`src/rtl/jsb_pkg.sv`:
```
package jsb_pkg;

    localparam int unsigned HDR_BITS = 32;

    typedef enum logic [1:0] {
        ST_HUNT = 2'd0,
        ST_LEN  = 2'd1,
        ST_PAY  = 2'd2,
        ST_DONE = 2'd3
    } frame_st_e;

    typedef struct packed {
        logic en;
        logic mosi;
    } lane_t;

    function automatic logic shift_live(input logic sel, input logic shift,
                                        input logic cap, input logic upd);
        return sel & shift & ~cap & ~upd;
    endfunction

endpackage

```
`src/rtl/jsb_frame.sv`:
```
module jsb_frame
    import jsb_pkg::*;
#(
    parameter int unsigned CNT_W = HDR_BITS
) (
    input  logic tck,
    input  logic rst,
    input  logic live,
    input  logic tdi,
    output logic take
);
    localparam int unsigned IDX_W = $clog2(CNT_W);
    localparam logic [IDX_W-1:0] LAST_IDX = IDX_W'(CNT_W - 1);

    frame_st_e        st_q;
    logic [IDX_W-1:0] idx_q;
    logic [CNT_W-1:0] len_q;
    logic [CNT_W-1:0] left_q;
    logic [CNT_W-1:0] len_nx;

    assign len_nx = {len_q[CNT_W-2:0], tdi};
    assign take   = live && (st_q == ST_PAY);

    always_ff @(posedge tck) begin
        if (rst || !live) begin
            st_q   <= ST_HUNT;
            idx_q  <= '0;
            len_q  <= '0;
            left_q <= '0;
        end else begin
            unique case (st_q)
                ST_HUNT: begin
                    if (tdi) begin
                        st_q  <= ST_LEN;
                        idx_q <= '0;
                    end
                end
                ST_LEN: begin
                    len_q <= len_nx;
                    idx_q <= idx_q + 1'b1;
                    if (idx_q == LAST_IDX) begin
                        st_q   <= ST_PAY;
                        left_q <= len_nx;
                    end
                end
                ST_PAY: begin
                    left_q <= left_q - 1'b1;
                    if (left_q == '0) st_q <= ST_DONE;
                end
                default: st_q <= ST_DONE;
            endcase
        end
    end
endmodule

```
`src/rtl/jsb_wire.sv`:
```
module jsb_wire
    import jsb_pkg::*;
(
    input  logic tck,
    input  logic rst,
    input  logic live,
    input  logic take,
    input  logic tdi,
    input  logic spi_miso,
    output logic spi_sclk,
    output logic spi_cs_n,
    output logic spi_mosi,
    output logic tdo
);
    lane_t lane_q;
    logic  miso_s;
    logic  tdo_q;

    always_ff @(posedge tck) begin
        if (rst) begin
            lane_q <= '0;
            tdo_q  <= 1'b0;
        end else begin
            lane_q.en   <= take;
            lane_q.mosi <= take & tdi;
            tdo_q       <= live & lane_q.en & miso_s;
        end
    end

    always_ff @(negedge tck) begin
        miso_s <= spi_miso;
    end

    assign spi_sclk = lane_q.en & ~tck;
    assign spi_cs_n = ~lane_q.en;
    assign spi_mosi = lane_q.mosi;
    assign tdo      = tdo_q;
endmodule

```
`src/rtl/jtag_spi_bridge.sv`:
```
module jtag_spi_bridge
    import jsb_pkg::*;
#(
    parameter int unsigned CNT_W = HDR_BITS
) (
    input  logic tck,
    input  logic rst,
    input  logic jtag_sel,
    input  logic jtag_shift,
    input  logic jtag_capture,
    input  logic jtag_update,
    input  logic jtag_tdi,
    output logic jtag_tdo,
    output logic spi_sclk,
    output logic spi_cs_n,
    output logic spi_mosi,
    input  logic spi_miso
);
    logic live;
    logic take;

    assign live = shift_live(jtag_sel, jtag_shift, jtag_capture, jtag_update);

    jsb_frame #(.CNT_W(CNT_W)) u_frame (
        .tck  (tck),
        .rst  (rst),
        .live (live),
        .tdi  (jtag_tdi),
        .take (take)
    );

    jsb_wire u_wire (
        .tck      (tck),
        .rst      (rst),
        .live     (live),
        .take     (take),
        .tdi      (jtag_tdi),
        .spi_miso (spi_miso),
        .spi_sclk (spi_sclk),
        .spi_cs_n (spi_cs_n),
        .spi_mosi (spi_mosi),
        .tdo      (jtag_tdo)
    );
endmodule

```
`config.mk`:
```
export PLATFORM = sky130hd
export DESIGN_NAME = jtag_spi_bridge
export DESIGN_NICKNAME = d
export VERILOG_FILES = /design/src/rtl/jsb_pkg.sv /design/src/rtl/jsb_frame.sv /design/src/rtl/jsb_wire.sv /design/src/rtl/jtag_spi_bridge.sv
export SDC_FILE = /design/constraint.sdc
export NUM_CORES = 1
export LEC_CHECK = 0
export CAP_MARGIN = 10
export CORE_UTILIZATION = 63
export DETAILED_ROUTE_END_ITERATION = 6
export DONT_BUFFER_PORTS = 1
export PLACE_DENSITY = 0.79
export SYNTH_ARGS = -nofsm -noshare
export SYNTH_HDL_FRONTEND = slang
export SYNTH_SLANG_ARGS = --single-unit
```
`constraint.sdc`:
```
create_clock -name tck -period 2.4 [get_ports tck]
set_input_delay 0.48 -clock tck [delete_from_list [all_inputs] [get_ports tck]]
set_output_delay 0.48 -clock tck [all_outputs]
set_load 0.01 [all_outputs]
```
==> results of run 1 <==
[cell usage in the layout, fill, tap and decap left out, drive strengths merged, types with 3 or more instances in the layout]
master,instances
clkbuf,17
ha,3
a21oi,50
xnor2,6
a211oi,4
o21ai,27
nor3,20
nand4,4
nand3,11
mux2,4
nor4,6
dfxtp,74
inv,9
mux2i,5
and2,5
a31oi,5
or4,5
o22ai,4
a22oi,4
nor2,40
nand2,83
and3,3
a221oi,9
buf,23
o221ai,4
nor4b,3
nand2b,7
a21o,3
[report_power, final]
part	leakage [µW]	internal (µW)	switching, µW
Clock	0.000147	701	487
Sequential	0.000596	1230	0.674
Combinational	0.000662	5.43	13.9
Total	0.00140	1930	502
[cells by family after synthesis]
family	count (synthesis)	share of synthesized area, %
mux	9	2.66
buf+inv	35	4.44
fa+ha+maj	3	1.05
flops	74	41.4
xor+xnor	7	1.71
simple gates	198	27.6
compound gates	124	21.2
[flip-flops by register name, summed over array words and instances (netlist names)]
register,flops
u_wire.miso_s,1
u_wire.tdo,1
u_frame.st_q,2
u_wire.spi_mosi,1
u_frame.idx_q,5
u_frame.left_q,32
u_wire.lane_q,1
u_frame.len_q,31
[metal layers]
layer	track usage, %	routed length (µm)
met1	43.1	3920
met2	51.5	4320
met3	5.29	556
met4	16.2	234
met5	0	0
[path summary, 6_finish.rpt]
path,startpoint,to,cells past startpoint
worst max register to register,u_frame.left_q[21]$_SDFFE_PP0P_,u_frame.left_q[28]$_SDFFE_PP0P_,5
worst min-delay path,jtag_tdi,u_wire.spi_mosi$_SDFF_PP0_,1
worst max-delay path,u_frame.left_q[21]$_SDFFE_PP0P_,u_frame.left_q[28]$_SDFFE_PP0P_,5
worst min register to register,u_frame.len_q[30]$_SDFFE_PP0P_,u_frame.len_q[30]$_SDFFE_PP0P_,2
[synth_stat cells (3+ instances only)]
master	count
xnor2_1	6
mux2i_1	5
dfxtp_1	74
nor3_1	20
o21ai_0	27
o221ai_1	4
a31oi_1	5
and2_1	4
mux2_2	4
a221oi_1	9
a22oi_1	4
clkbuf_1	22
a21oi_1	50
nand2b_1	7
nor2_1	40
a211oi_1	4
o22ai_1	4
nand3_1	11
or4_4	3
ha_1	3
nor4_1	4
and3_1	3
nand2_1	83
nand4_1	3
inv_1	8
a21o_1	3
[cell type report]
cell class                      count  share of cell area, %
Clock inverter                      3                  0.376
Sequential cell                    74                   37.1
Timing Repair Buffer               23                   4.33
Inverter                            7                  0.658
Clock buffer                       17                   6.46
Multi-Input combinational cell    341                   48.8
Tap cell                           72                   2.26
[metrics by stage]
step	hold slack [ps]	setup WS, ps	total power (µW)
after floorplan	437	345	1280
after global placement	449	320	1280
after detailed placement	458	264	1280
after global routing	148	95.3	2510
final	137	206	2440
after CTS	127	257	2450
==> key figures, run 1 <==
Critical path
  – CP arrival: 2520 ps
  – Reg-to-reg slack, setup: 210 ps
  – CP max stage delay: 580 ps
  – Crit path max-delay cell type: or4_4
  – Crit path required time: 2730 ps
  – Crit-path max FO: 8
  – Type of origin of the critical path: flop
  – Worst path bufs/invs: 0
  – Crit-path cells: or4_4 > or4_4 > nor3_1 > mux2i_1 > o32ai_1
  – WS Path Type: flop to flop
  – Endpoint class of the critical path: flop
  – Worst path top cell family by delay: simple AND/OR/NAND/NOR gates
  – CP dominant cell by count: or4_4

Route
  – Post-DRT Antenna Nets: 0
  – Final wirelength: 9030 µm
  – Drc violations: 0
  – 1st-pass router iterations: 5
  – Routed vias: 3363
  – Post-DR wirelength/cell: 16.8 µm
  – Starting DRT DRC Count: 277
  – Vias per Instance: 6.26

Timing
  – Final max-slew violation count: 0
  – Tcrit/Tclk final: 91.4%
  – Rel. slew slack: 60.2%
  – Final setup fails: 0
  – Fin crit period: 2190 ps
  – Measured slew at the worst slew-check pin: 592 ps
  – Fin. Hold Viols: 0
  – Setup total negative slack: 0 ps
  – Worst clock skew: 46.2 ps
  – RSZ-0062 raised after global routing: false
  – Fmax achieved: 456 MHz

Finish
  – N_diodes: 0
  – Finished Layout Cells: 537
  – Multi-input gate area: 0.00195 mm²
  – Final nets: 471
  – Storage cell area: 0.00148 mm²
  – Fill count: 433
  – Area growth from synthesis to layout: 11.5%
  – Final Instance Area: 0.00399 mm²
  – Final core occ: 72.5%
  – Share of cells above drive strength 1: 12.9%

Floorplan
  – DIE WIDTH: 77.4 µm
  – Die Y: 77.4 µm
  – Row cnt: 27
  – Die area: 0.00599 mm²
  – Initial Util: 65.0%
  – I/O pin count: 12
  – Core box area: 0.00551 mm²

Global routing
  – Total GRT Usage: 32.6%
  – Initial antenna violation count: 0
  – Vias in the first global route: 3235
  – Grt ovf: 0
  – Largest net degree at the start of global routing: 26
  – First-pass GRT wire length: 15300 µm

Logic synthesis
  – Post-synth EDFFs: 0
  – Top FF cell, synth: dfxtp_1
  – Yosys reg bits: 74
  – Avg Cell Area, Syn: 7.95 µm²
  – Leading area contributor after synthesis: dfxtp_1
  – Top cells by area, synth: dfxtp_1, nand2_1, a21oi_1
  – Fraction of registers with async set or reset after synthesis: 0%
  – Synth Net Count: 461
  – Post-Synthesis Cells: 450
  – Yosys top cell area share: 41.4%
  – Library cells used by synthesis: 55
  – Yosys warning count: 0
  – Synthesized cell area: 0.00358 mm²
  – Post-synthesis sequential area ratio: 41.4%

Placement
  – Input/output buffers: 0
  – Detailed placement HPWL: 6050 µm
  – Post-DP Area: 0.00372 mm²
  – Gpl congestion: 0.916
  – DP Cell Count: 518

Power
  – Pwr/cell area: 610 mW/mm²
  – Worst IR Drop VDD: 0.557 mV
  – P_leak: 0.00140 µW

Run status
  – Status: complete, no violations

Clock tree
  – PostCTS Resize Cnt: 0
  – Post-CTS setup buffer count: 0
  – Hold_buf cts: 0
  – Clock transition at path regs: 80 ps
  – CTS tree: yes
  – Clock Latency Late Sink: 500 ps

Job
  – MaxCap Viol Count: 0

Worst hold path
  – Hold crit path type: input port to flop
Note: power is estimated with default switching activity, not from simulation.
==> run 2, diff against run 1 <==
- CAP_MARGIN: 10 -> not set
- GPL_TIMING_DRIVEN: not set -> 0
==> run 2 against run 1 <==
  * Clock power decreased by 7%
  * Worst setup slack lost 130 ps
  * Register-to-register slack lost 130 ps
  * Largest cell class unchanged
==> key figures, run 2 (synthesized netlist as in run 1, its figures left out) <==
Finish
  – Finished Layout Cells: 540
  – Most frequent cells in the layout: nand2_1, dfxtp_1, a21oi_1
  – N_diodes: 0
  – Final core occ: 71.4%
  – Final nets: 474
  – Max reg flops: 32
  – Regs by FF count: u_frame.left_q x32, u_frame.len_q x31, u_frame.idx_q x5
  – Largest reg by FF count: u_frame.left_q
  – Area growth from synthesis to layout: 9.93%
  – Multi-input gate area: 0.00197 mm²
  – Storage cell area: 0.00148 mm²
  – Fill count: 444
  – Commonest non-fill, non-tap cell in the layout: nand2_1
  – Share of cells above drive strength 1: 10.3%

Timing
  – Tcrit/Tclk final: 97.0%
  – Measured slew at the worst slew-check pin: 667 ps
  – Final max-slew violation count: 0
  – Final worst setup slack: 71.6 ps
  – Final setup fails: 0
  – Fmax achieved: 429 MHz
  – Setup total negative slack: 0 ps
  – Fin. Hold Viols: 0
  – Fin crit period: 2330 ps
  – Rel. slew slack: 55.1%
  – Worst clock skew: 47.1 ps
  – RSZ-0062 raised after global routing: false

Route
  – Post-DR wirelength/cell: 17.2 µm
  – Drc violations: 0
  – Routed vias: 3415
  – Starting DRT DRC Count: 373
  – Post-DRT Antenna Nets: 0
  – Final wirelength: 9300 µm
  – 1st-pass router iterations: 5
  – Vias per Instance: 6.32

Global routing
  – Total GRT Usage: 32.8%
  – Initial antenna violation count: 0
  – Grt ovf: 0
  – First-pass GRT wire length: 15100 µm
  – Largest net degree at the start of global routing: 13
  – Vias in the first global route: 3131

Critical path
  – CP max stage delay: 630 ps
  – Reg-to-reg slack, setup: 70 ps
  – Worst reg2reg path startpoint: u_frame.left_q[5]$_SDFFE_PP0P_
  – Reg2reg end: u_frame.left_q[27]$_SDFFE_PP0P_
  – Crit-path cells: nor4_1 > nand3_1 > nor2_2 > nand2_1 > a311o_1
  – Crit path required time: 2760 ps
  – Worst path top cell family by delay: simple AND/OR/NAND/NOR gates
  – Register-to-Register Path Depth: 5
  – CP arrival: 2690 ps
  – Endpoint class of the critical path: flop
  – Crit path max-delay cell type: nor4_1
  – Crit-path max FO: 6
  – Worst path bufs/invs: 0
  – WS Path Type: flop to flop
  – Type of origin of the critical path: flop

Run status
  – Status: complete, no violations

Placement
  – Place WS: -287 ps
  – Gpl congestion: 0.892
  – DP Cell Count: 523
  – Detailed placement HPWL: 6260 µm
  – Input/output buffers: 0

Floorplan
  – DIE WIDTH: 77.4 µm
  – Die Y: 77.4 µm
  – Core box area: 0.00551 mm²
  – Die area: 0.00599 mm²
  – Row cnt: 27
  – I/O pin count: 12
  – Initial Util: 65.0%

Worst hold path
  – Worst hold stages: 1
  – Hold Path End: u_wire.spi_mosi$_SDFF_PP0_
  – Worst hold path startpoint: jtag_tdi
  – Hold crit path type: input port to flop

Clock tree
  – CTS tree: yes
  – Hold_buf cts: 0
  – Clock Latency Late Sink: 500 ps
  – Clock transition at path regs: 80 ps

Power
  – Worst IR Drop VDD: 0.529 mV
  – Pwr/cell area: 599 mW/mm²
  – P_leak: 0.00134 µW

Job
  – MaxCap Viol Count: 0
==> run 2: cell types whose count changed in the layout (fill, tap and decap cells not counted), sizes merged <==
cell and change:
buf -19, clkbuf +18, clkinv +3, clkinvlp +1, bufinv +1, inv -1
==> run 2: worst max path at each step <==
stage	from	endpoint	slack, ps	cells past startpoint
3_3_place_gp	u_frame.idx_q[0]$_SDFFE_PP0P_	u_frame.left_q[23]$_SDFFE_PP0P_	-250	9
6_report	u_frame.left_q[5]$_SDFFE_PP0P_	u_frame.left_q[27]$_SDFFE_PP0P_	70	5
3_5_place_dp	u_frame.idx_q[0]$_SDFFE_PP0P_	u_frame.left_q[23]$_SDFFE_PP0P_	-290	9
4_1_cts	u_frame.left_q[0]$_SDFFE_PP0P_	u_frame.left_q[20]$_SDFFE_PP0P_	2	7
5_1_grt	u_frame.left_q[0]$_SDFFE_PP0P_	u_frame.left_q[20]$_SDFFE_PP0P_	80	7
2_1_floorplan	u_frame.idx_q[0]$_SDFFE_PP0P_	u_frame.left_q[23]$_SDFFE_PP0P_	340	9
==> run 2: through the flow <==
step                      power, µW  instance area (µm²)  hold slack (ps)
after floorplan                1280                 3580              437
final                          2360                 3930              141
after global routing           2420                 3930              149
after global placement         1280                 3670              446
after detailed placement       1280                 3680              463
after CTS                      2360                 3920              140
==> run 2: area by class of cell <==
cell class / count / area share (%)
clock buffer: 13 / 4.55
tap: 72 / 2.29
clock inverter: 7 / 1.53
inverter: 7 / 0.668
multi-input combinational: 341 / 50.0
timing repair buffer: 1 / 0.191
sequential: 74 / 37.7
buffer: 25 / 3.12
==> run 2: routing by layer <==
| layer | up-vias | track usage, % | part of all wire [%] |
|---|---|---|---|
| li1 | 1631 | - | - |
| met4 | 0 | 21.3 | 2.8 |
| met3 | 32 | 6.35 | 5.8 |
| met1 | 1614 | 41.6 | 45 |
| met5 | - | 0 | 0 |
| met2 | 138 | 50.9 | 46 |
==> run 2: where the power goes <==
part,switching (µW),total [µW],internal [µW]
combinational,15.6,20.6,4.97
sequential,0.328,1230,1230
clock,499,1110,608
total,515,2360,1840
==> run 2: timing repair <==
| action | CTS | global route |
|---|---|---|
| resized for setup | 4 | 4 |
| gates cloned | 0 | 0 |
| buffers inserted | 0 | 0 |
| setup endpoints to repair | 16 | 19 |
| pin swaps | 0 | 0 |
